`src/rtl/ab_seq_pkg.sv`:
```
package ab_seq_pkg;

  // Abstract state names shared by all codings
  typedef enum logic [2:0] {
    ST_INIT = 3'd0,
    ST_A0   = 3'd1,
    ST_A1   = 3'd2,
    ST_OK0  = 3'd3,
    ST_OK1  = 3'd4
  } seq_st_e;

  // State coding choices
  typedef enum logic [1:0] {
    ENC_BINARY = 2'd0,
    ENC_ONEHOT = 2'd1,
    ENC_ALMOST = 2'd2,
    ENC_DECOMP = 2'd3
  } enc_e;

  localparam int unsigned MAX_CODE_W = 5;

  function automatic int unsigned code_width(enc_e e);
    case (e)
      ENC_ONEHOT: return 5;
      ENC_ALMOST: return 4;
      default:    return 3;
    endcase
  endfunction

  // Stored code of an abstract state, right-aligned in MAX_CODE_W bits
  function automatic logic [MAX_CODE_W-1:0] enc_state(enc_e e, seq_st_e s);
    logic [MAX_CODE_W-1:0] c;
    c = '0;
    case (e)
      ENC_BINARY: begin
        case (s)
          ST_A0:   c = 5'b00001;
          ST_A1:   c = 5'b00010;
          ST_OK0:  c = 5'b00011;
          ST_OK1:  c = 5'b00100;
          default: c = 5'b00000;
        endcase
      end
      ENC_ONEHOT: begin
        case (s)
          ST_A0:   c = 5'b00010;
          ST_A1:   c = 5'b00100;
          ST_OK0:  c = 5'b01000;
          ST_OK1:  c = 5'b10000;
          default: c = 5'b00001;
        endcase
      end
      ENC_ALMOST: begin
        case (s)
          ST_A0:   c = 5'b00001;
          ST_A1:   c = 5'b00010;
          ST_OK0:  c = 5'b00100;
          ST_OK1:  c = 5'b01000;
          default: c = 5'b00000;
        endcase
      end
      default: begin
        case (s)
          ST_A0:   c = 5'b00100;
          ST_A1:   c = 5'b00101;
          ST_OK0:  c = 5'b00110;
          ST_OK1:  c = 5'b00111;
          default: c = 5'b00000;
        endcase
      end
    endcase
    return c;
  endfunction

endpackage

```
`src/rtl/seq_next_table.sv`:
```
module seq_next_table
  import ab_seq_pkg::*;
(
  input  seq_st_e cur_st,
  input  logic    cur_ok,
  input  logic    a_in,
  input  logic    b_in,
  output seq_st_e nxt_st
);

  always_comb begin
    nxt_st = ST_INIT;
    if (cur_ok) begin
      case (cur_st)
        ST_INIT: nxt_st = a_in ? ST_A1 : ST_A0;
        ST_A0:   nxt_st = a_in ? ST_A1 : ST_OK0;
        ST_A1:   nxt_st = a_in ? ST_OK1 : ST_A0;
        ST_OK0: begin
          if (!a_in)     nxt_st = ST_OK0;
          else if (b_in) nxt_st = ST_OK1;
          else           nxt_st = ST_A1;
        end
        ST_OK1: begin
          if (a_in)      nxt_st = ST_OK1;
          else if (b_in) nxt_st = ST_OK0;
          else           nxt_st = ST_A0;
        end
        default: nxt_st = ST_INIT;
      endcase
    end
  end

endmodule

```
`src/rtl/seq_state_codec.sv`:
```
module seq_state_codec
  import ab_seq_pkg::*;
#(
  parameter enc_e        ENC = ENC_BINARY,
  parameter int unsigned W   = 3
) (
  input  seq_st_e        st_in,
  output logic [W-1:0]   code_out,
  input  logic [W-1:0]   code_in,
  output seq_st_e        st_out,
  output logic           code_ok,
  output logic           z_raw
);

  // Encoder: abstract next state to stored code
  assign code_out = W'(enc_state(ENC, st_in));

  // Decoder: stored code to abstract state, legality and output
  generate
    if (ENC == ENC_BINARY) begin : g_bin
      always_comb begin
        code_ok = 1'b1;
        st_out  = ST_INIT;
        case (code_in)
          3'b000:  st_out = ST_INIT;
          3'b001:  st_out = ST_A0;
          3'b010:  st_out = ST_A1;
          3'b011:  st_out = ST_OK0;
          3'b100:  st_out = ST_OK1;
          default: code_ok = 1'b0;
        endcase
      end
      assign z_raw = (code_in == 3'b011) | (code_in == 3'b100);
    end else if (ENC == ENC_ONEHOT) begin : g_oh
      always_comb begin
        code_ok = $onehot(code_in);
        st_out  = ST_INIT;
        if (code_in[1])      st_out = ST_A0;
        else if (code_in[2]) st_out = ST_A1;
        else if (code_in[3]) st_out = ST_OK0;
        else if (code_in[4]) st_out = ST_OK1;
      end
      assign z_raw = code_ok & (code_in[3] | code_in[4]);
    end else if (ENC == ENC_ALMOST) begin : g_ah
      always_comb begin
        code_ok = $onehot0(code_in);
        st_out  = ST_INIT;
        if (code_in[0])      st_out = ST_A0;
        else if (code_in[1]) st_out = ST_A1;
        else if (code_in[2]) st_out = ST_OK0;
        else if (code_in[3]) st_out = ST_OK1;
      end
      assign z_raw = code_ok & (code_in[2] | code_in[3]);
    end else begin : g_dec
      // bit 2: left INIT, bit 1: output, bit 0: last a_in
      always_comb begin
        code_ok = 1'b1;
        st_out  = ST_INIT;
        case (code_in)
          3'b000:  st_out = ST_INIT;
          3'b100:  st_out = ST_A0;
          3'b101:  st_out = ST_A1;
          3'b110:  st_out = ST_OK0;
          3'b111:  st_out = ST_OK1;
          default: code_ok = 1'b0;
        endcase
      end
      assign z_raw = code_in[2] & code_in[1];
    end
  endgenerate

endmodule

```
`src/rtl/seq_state_reg.sv`:
```
module seq_state_reg #(
  parameter int unsigned     W        = 3,
  parameter logic [W-1:0]    RST_CODE = '0
) (
  input  logic         clk,
  input  logic         rst_n,
  input  logic [W-1:0] d_code,
  output logic [W-1:0] q_code
);

  always_ff @(posedge clk or negedge rst_n) begin
    if (!rst_n) begin
      q_code <= RST_CODE;
    end else begin
      q_code <= d_code;
    end
  end

endmodule

```
`src/rtl/ab_seq_fsm.sv`:
```
module ab_seq_fsm
  import ab_seq_pkg::*;
#(
  parameter enc_e ENC = ENC_BINARY
) (
  input  logic clk,
  input  logic rst_n,
  input  logic a_in,
  input  logic b_in,
  output logic z_out
);

  localparam int unsigned  W        = code_width(ENC);
  localparam logic [W-1:0] RST_CODE = W'(enc_state(ENC, ST_INIT));

  logic [W-1:0] cur_code;
  logic [W-1:0] nxt_code;
  seq_st_e      cur_st;
  seq_st_e      nxt_st;
  logic         code_ok;
  logic         z_raw;

  seq_state_codec #(
    .ENC (ENC),
    .W   (W)
  ) u_codec (
    .st_in    (nxt_st),
    .code_out (nxt_code),
    .code_in  (cur_code),
    .st_out   (cur_st),
    .code_ok  (code_ok),
    .z_raw    (z_raw)
  );

  seq_next_table u_table (
    .cur_st (cur_st),
    .cur_ok (code_ok),
    .a_in   (a_in),
    .b_in   (b_in),
    .nxt_st (nxt_st)
  );

  seq_state_reg #(
    .W        (W),
    .RST_CODE (RST_CODE)
  ) u_reg (
    .clk    (clk),
    .rst_n  (rst_n),
    .d_code (nxt_code),
    .q_code (cur_code)
  );

  assign z_out = z_raw;

endmodule

```
`config.mk`:
```
export PLATFORM = sky130hd
export DESIGN_NAME = ab_seq_fsm
export DESIGN_NICKNAME = d
export VERILOG_FILES = /design/src/rtl/ab_seq_pkg.sv /design/src/rtl/seq_next_table.sv /design/src/rtl/seq_state_codec.sv /design/src/rtl/seq_state_reg.sv /design/src/rtl/ab_seq_fsm.sv
export SDC_FILE = /design/constraint.sdc
export NUM_CORES = 1
export LEC_CHECK = 0
export ABC_AREA = 0
export BUFFER_PORTS_ARGS = -buffer_cell sky130_fd_sc_hd__buf_2
export CORE_AREA = 5 5 42 44
export CTS_BUF_LIST = sky130_fd_sc_hd__clkbuf_8
export DETAILED_ROUTE_END_ITERATION = 8
export DIE_AREA = 0 0 47 49
export GPL_ROUTABILITY_DRIVEN = 1
export SLEW_MARGIN = 0
export SYNTH_ARGS = -nofsm -noshare
export SYNTH_HDL_FRONTEND = slang
export SYNTH_HIERARCHICAL = 1
export SYNTH_SLANG_ARGS = --single-unit
```
`constraint.sdc`:
```
create_clock -name clk -period 3.6 [get_ports clk]
set_input_delay 0.36 -clock clk [delete_from_list [all_inputs] [get_ports clk]]
set_output_delay 0.36 -clock clk [all_outputs]
set_load 0.02 [all_outputs]
```
; ---- After elaboration in Yosys (flattened, before gate mapping)
; Cells that the tools add are included.
[word_totals]
register_bits = 3
latch_bits = 0
mem_bits_rw = 0
mem_bits_ro = 0
out_inout_bits = 1
n_memories = 0
[op_classes]
addsub = 0
n_mul = 0
div = 0
magnitude_cmp = 0
n_eq_ne = 12
shift = 0
muxes = 12
n_bitwise = 1
reduce_logical = 3
[ops]
columns = cell, n
row1 = 3-bit case mux with 4 select lines, 2
row2 = "3-bit by 2-bit == test with 1-bit output, second input constant", 6
row3 = 3-bit 2-to-1 mux, 5
row4 = 3-bit case mux with 5 select lines, 1
row5 = "3-bit by 1-bit == test with 1-bit output, second input constant", 3
row6 = "3-bit == test, second input constant", 3
row7 = 3-bit zero test, 2
row8 = 5-bit OR reduction, 1
row9 = 2-bit 2-to-1 mux, 2
row10 = 1-bit 2-to-1 mux, 2
row11 = 1-bit OR, 1

; ---- Longest topological paths before layout
[depth]
ltp_word = 7
ltp_mapped = 5

; ---- By module
; Netlist, hierarchy kept.
[by_module_without_submodules]
columns = module, instances, cells_per_inst, area_each_um2
row1 = seq_next_table, 1, 15, 85.1
row2 = seq_state_reg, 1, 3, 75.1
row3 = seq_state_codec, 1, 8, 57.6

; ---- Worst setup path before layout
; No wires, ideal clock.
[synth_timing]
path_kind = register to register
from = register u_reg.q_code[2]
to = register u_reg.q_code[2]
setup_time_ns = 0.088
t_arrival_ns = 1.327
t_required_ns = 3.512
slack_ns = 2.185
path_stages_with_launch = 6
n_path_buf = 0
path_cell_list = dfrtp_1 -> nor2b_1 -> inv_1 -> or3_1 -> a21oi_1 -> nor3b_1
[synth_between]
elab_chain_len = 7
elab_cells_between_ends = 20
classes_between = 12 x eq/ne / 5 x mux / 3 x reduce/logical
[synth_lines]
columns = element, line_no
row1 = start: declaration, seq_state_reg.sv:8  ; output logic [W-1:0] q_code
row2 = start signal: assignment, seq_state_reg.sv:15  ; q_code <= d_code;
row3 = 3-bit == test (tied with other cells), seq_state_codec.sv:24  ; case (code_in)
row4 = 3-bit case mux with 4 select lines *, seq_state_codec.sv:24
row5 = net cur_st[1], ab_seq_fsm.sv:18  ; seq_st_e cur_st;
row6 = 3-bit == test (tied with other cells), seq_next_table.sv:14  ; case (cur_st)
row7 = 3-bit case mux with 5 select lines *, seq_next_table.sv:14
row8 = 3-bit 2-to-1 mux *, seq_next_table.sv:13  ; if (cur_ok) begin
row9 = net nxt_st[2], ab_seq_fsm.sv:19  ; seq_st_e nxt_st;
row10 = 3-bit == test (tied with other cells), ab_seq_pkg.sv:36  ; case (s)
row11 = 3-bit case mux with 4 select lines *, ab_seq_pkg.sv:36
row12 = net nxt_code[2], ab_seq_fsm.sv:17  ; logic [W-1:0] nxt_code;
; Mark *: on every way through the listed nets, which the timed path passes. The rest lies on a longest branch.

; ---- Worst setup path after layout
[layout_timing]
from = register u_reg.q_code[0]
to = output z_out
[layout_between]
elab_chain_len = 2
elab_cells_between_ends = 3
classes_between = 2 x eq/ne / 1 x bitwise
[layout_lines]
columns = element, line_no
row1 = 3-bit by 2-bit == test with 1-bit output or 3-bit == test (tied branches), seq_state_codec.sv:33  ; assign z_raw = (code_in == 3'b011) | (code_in == 3'b100);
row2 = 1-bit OR *, seq_state_codec.sv:33
row3 = end: declaration, ab_seq_fsm.sv:10  ; output logic z_out
; Every way passes the cells marked *; elsewhere a longest branch is shown, timed or not.

==> reports/summary.md <==
Summing the sequential cell areas from Yosys gives 34.5% of the chip area. After Yosys synthesis, and, or, nand and nor cells account for 40.8% of the synthesized area. The placed instances occupy a cell area of 258 µm². The minimum period implied by the final worst setup slack was 1.64 ns.

TritonCTS built the clock tree. The largest registers in the layout are u_reg/q_code (3). The total setup violations reported at the end of the flow was 0. The tools report the number of vias in the routed layout as 198. The fraction of post-synthesis cell area in the top cell type by area is 34.5%, and the mux share of post-synthesis cell area is 0%. From synthesis to final layout, the design area changed by 43.7%. Synthesis handed over a netlist of 26 instances. The cell area that synthesis handed to floorplanning was 218 µm². The tools report the master cell of the clock root buffer as sky130_fd_sc_hd__clkbuf_8.

The run gives 5 as the first-iteration detailed-routing DRC count. The logs give 1.28 ns for the critical path arrival and 40 for the number of nets in the final layout. The initial utilization of the core area, before any placement, comes to 15.5%. Entering global routing, the biggest net connects 8 pins. STA classifies the critical path startpoint as a flop.

Post-CTS timing repair inserted 0 buffers for setup. Yosys instantiated no cell more often than sky130_fd_sc_hd__nor2b_1. After legalization and detailed placement, the total HPWL measured 370 µm. The register with the most flip-flops in the final layout is u_reg/q_code.

Static timing analysis puts the maximum clock frequency at 610 MHz. The leakage power figure was 0.158 nW; the number of global-route vias before repair was 208. Headroom to the max-slew limit came out at 73.2%.

The detail route stage leaves a number of antenna-violating nets equal to 0. The slowest stage of the critical path is the sky130_fd_sc_hd__dfrtp_1 cell. In the synthesized netlist the dominant register cell turns out to be sky130_fd_sc_hd__dfrtp_1. Between clock sinks in the finished design, the worst skew comes to 0.00285 ns. By area the synthesized netlist is led by sky130_fd_sc_hd__dfrtp_1 34%, sky130_fd_sc_hd__nor2b_1 14%, sky130_fd_sc_hd__a21oi_1 6.9%.

Path class of the lowest-slack min-delay path: primary input to async pin. The fraction of layout cells with a size suffix above 1 was 25.7%; the number of nets in the synthesized netlist was 30. Using the TritonRoute via totals, the vias-per-cell ratio works out to 3.88. Setup repair after global routing left no endpoint under its margin. The signal on the critical path passes through nor3b_2 > a21o_1 > buf_2. Prior to clock tree synthesis, the placed netlist has a worst setup slack of 2.04 ns. The average cell area after synthesis is 8.37 µm², and the number of placement rows is 14. The flow ran to the end, and the final reports show no timing, DRC or antenna violations. Dividing total power by cell area gives a power density of 693 nW/µm². The commonest cells after synthesis are 5 x sky130_fd_sc_hd__nor2b_1, 3 x sky130_fd_sc_hd__a21oi_1, 3 x sky130_fd_sc_hd__dfrtp_1, 3 x sky130_fd_sc_hd__inv_1, 2 x sky130_fd_sc_hd__nand2_1.

The number of CTS-inserted buffers is 3, and the area taken by multi-input logic gates is 131 µm². For the final number of hold-violating endpoints, the log shows 0. Dividing the detail-routed wire length by the instance count gives 9.14 µm.

From left edge to right edge, the die measures 47 µm. The worst setup margin came out at 1.96 ns. The total overflow left after global routing is 0. The delay of the slowest cell on the worst path was 0.39 ns; the height of the die was 49 µm. After detailed placement, the design holds a cell count of 46. For the worst-skew pair, the clock arrives at the later sink with an insertion delay of 0.21 ns. Summing the areas of all xor and xnor instances in the mapped netlist gives 0% of the synthesized area.

The category of the worst setup path capture point was a primary output. The biggest area consumer among synthesized cells is sky130_fd_sc_hd__dfrtp_1. The residual DRC count is 0. Gates resized during post-CTS repair numbered 0. The count of H-tree levels built during CTS was 1; the number of enable-type register cells in the synthesized netlist was 0. The flip-flop and latch count after synthesis is 3, and the buffer levels on the longest clock path is 2. By area, the combinational part of the netlist is dominated by simple AND/OR/NAND/NOR gates.

The flip-flop and latch area came out at 75.1 µm². The tools report the area inside the core boundary as 1400 µm². By startpoint and endpoint, the worst setup path is classified as flop to primary output. The run gives 0 as the final max-slew violation count.

During I/O placement, the number of pins put on the boundary was 5. The tools report the count of yosys warnings during synthesis as 6. The synthesized netlist devotes 0% of its cell area to adder and majority cells.

The logs give 4.86% for the global-route usage over all layers and 745 µm for the global-route wire length before repair. The post-synthesis compound-gate area fraction is 19.5%, and the async set-reset flop share out of synthesis is 100%. The number of sinks handled by clock tree synthesis is 3, and the clock slew seen by the registers of the worst setup and hold paths is 0.03 ns. The global placer's final weighted congestion was 0.628; the final total negative setup slack was 0 ns.

Number of violations of the max-capacitance limit: 0. The final cell count without fillers was 51. The run gives 0 as the initial antenna violation count. On the critical path the largest part of the delay comes from flip-flops. The die covers 2300 µm². The total inserted antenna cells was 0; the largest vdd supply drop was 173 µV.

The number of distinct library cell variants in the gate-level netlist after synthesis is 15, and the post-cts hold buffer count is 1. The final clock period utilization by the worst path was 45.5%. Number of buffers and inverters on the critical path: 1.

For the pin with the worst max-slew slack, the measured transition is 0.400 ns. Buffers placed on the I/O ports in this run total 4. After detailed routing, the total wire length is 466 µm. The register with the most flip-flops in the layout has 3 of them. The first TritonRoute pass finished after 4 iterations.

The tools report the data required time of the critical path as 3.24 ns. The post-layout instance area was 313 µm²; the highest fanout seen on the critical path was 7. The filler cells instantiated in the layout total 164.
worst reg2reg max path, delay by kind of cell, from the launching register on:
family	cells	cell delay, ns
AO/OA/AOI/OAI	1	0.23
buffers and inverters	1	0.07
flip-flops	1	0.39
AND/OR/NAND/NOR	3	0.78
per-layer routing:
| metal | vias up | global-route usage, % | wire, µm |
|---|---|---|---|
| li1 | 107 | - | - |
| met1 | 87 | 4.63 | 191 |
| met2 | 4 | 6.79 | 247 |
| met3 | 0 | 3.32 | 26 |
| met4 | 0 | 4.15 | 0 |
| met5 | - | 0 | 0 |
stage by stage:
step           util [%]  hold slack (ns)  power, mW
6_report           22.3            0.478      0.217
5_1_grt            22.3            0.503      0.235
4_1_cts            22.3            0.482      0.219
3_5_place_dp       18.4            0.161      0.123
3_3_place_gp       18.4            0.157      0.122
2_1_floorplan         -           0.0644      0.107
cell type report:
class                   count  area share [%]
clock inverters             1            1.20
multi-input cells          20            42.0
flip-flops and latches      3            24.0
well taps                  16            6.40
clock buffers               3            13.2
inverters                   3            3.60
repair buffers              5            9.60
power by group:
| group | internal [mW] | switching (mW) |
|---|---|---|
| clock network | 0.0724 | 0.0203 |
| logic | 0.0335 | 0.0395 |
| registers | 0.0434 | 0.00767 |
| total | 0.149 | 0.0675 |
worst paths after layout:
kind                            slack (ns)  cells past startpoint                      start                   endpoint
min in group clk                      0.53                      4                       a_in  u_reg/q_code[1]$_DFF_PN0_
worst min register to register        0.72                      3  u_reg/q_code[1]$_DFF_PN0_  u_reg/q_code[2]$_DFF_PN0_
max in group asynchronous             3.01                      2                      rst_n  u_reg/q_code[0]$_DFF_PN0_
worst min-delay path                  0.48                      2                      rst_n  u_reg/q_code[2]$_DFF_PN0_
worst max register to register        2.04                      5  u_reg/q_code[2]$_DFF_PN0_  u_reg/q_code[2]$_DFF_PN0_
worst max-delay path                  1.96                      3  u_reg/q_code[0]$_DFF_PN0_                      z_out
kinds of logic (layout without fill, tap and decap cells):
kind of cell / Yosys count / in the layout
and+or+nand+nor: 13 / 13
AOI/OAI and AO/OA: 7 / 7
DFF: 3 / 3
buffers and inverters: 3 / 12
placed cells by master (no fill, tap or decap), drive strengths merged:
cell type and instances:
o21ai 1, a31oi 1, nand2b 1, dlygate4sd3 1
dfrtp 3, a21oi 3, inv 4, buf 4
a21o 1, o32ai 1, nand2 2, nor3b 2
nor2b 6, nor2 1, clkbuf 3, or3 1
Power figures use the tool's default switching activity.
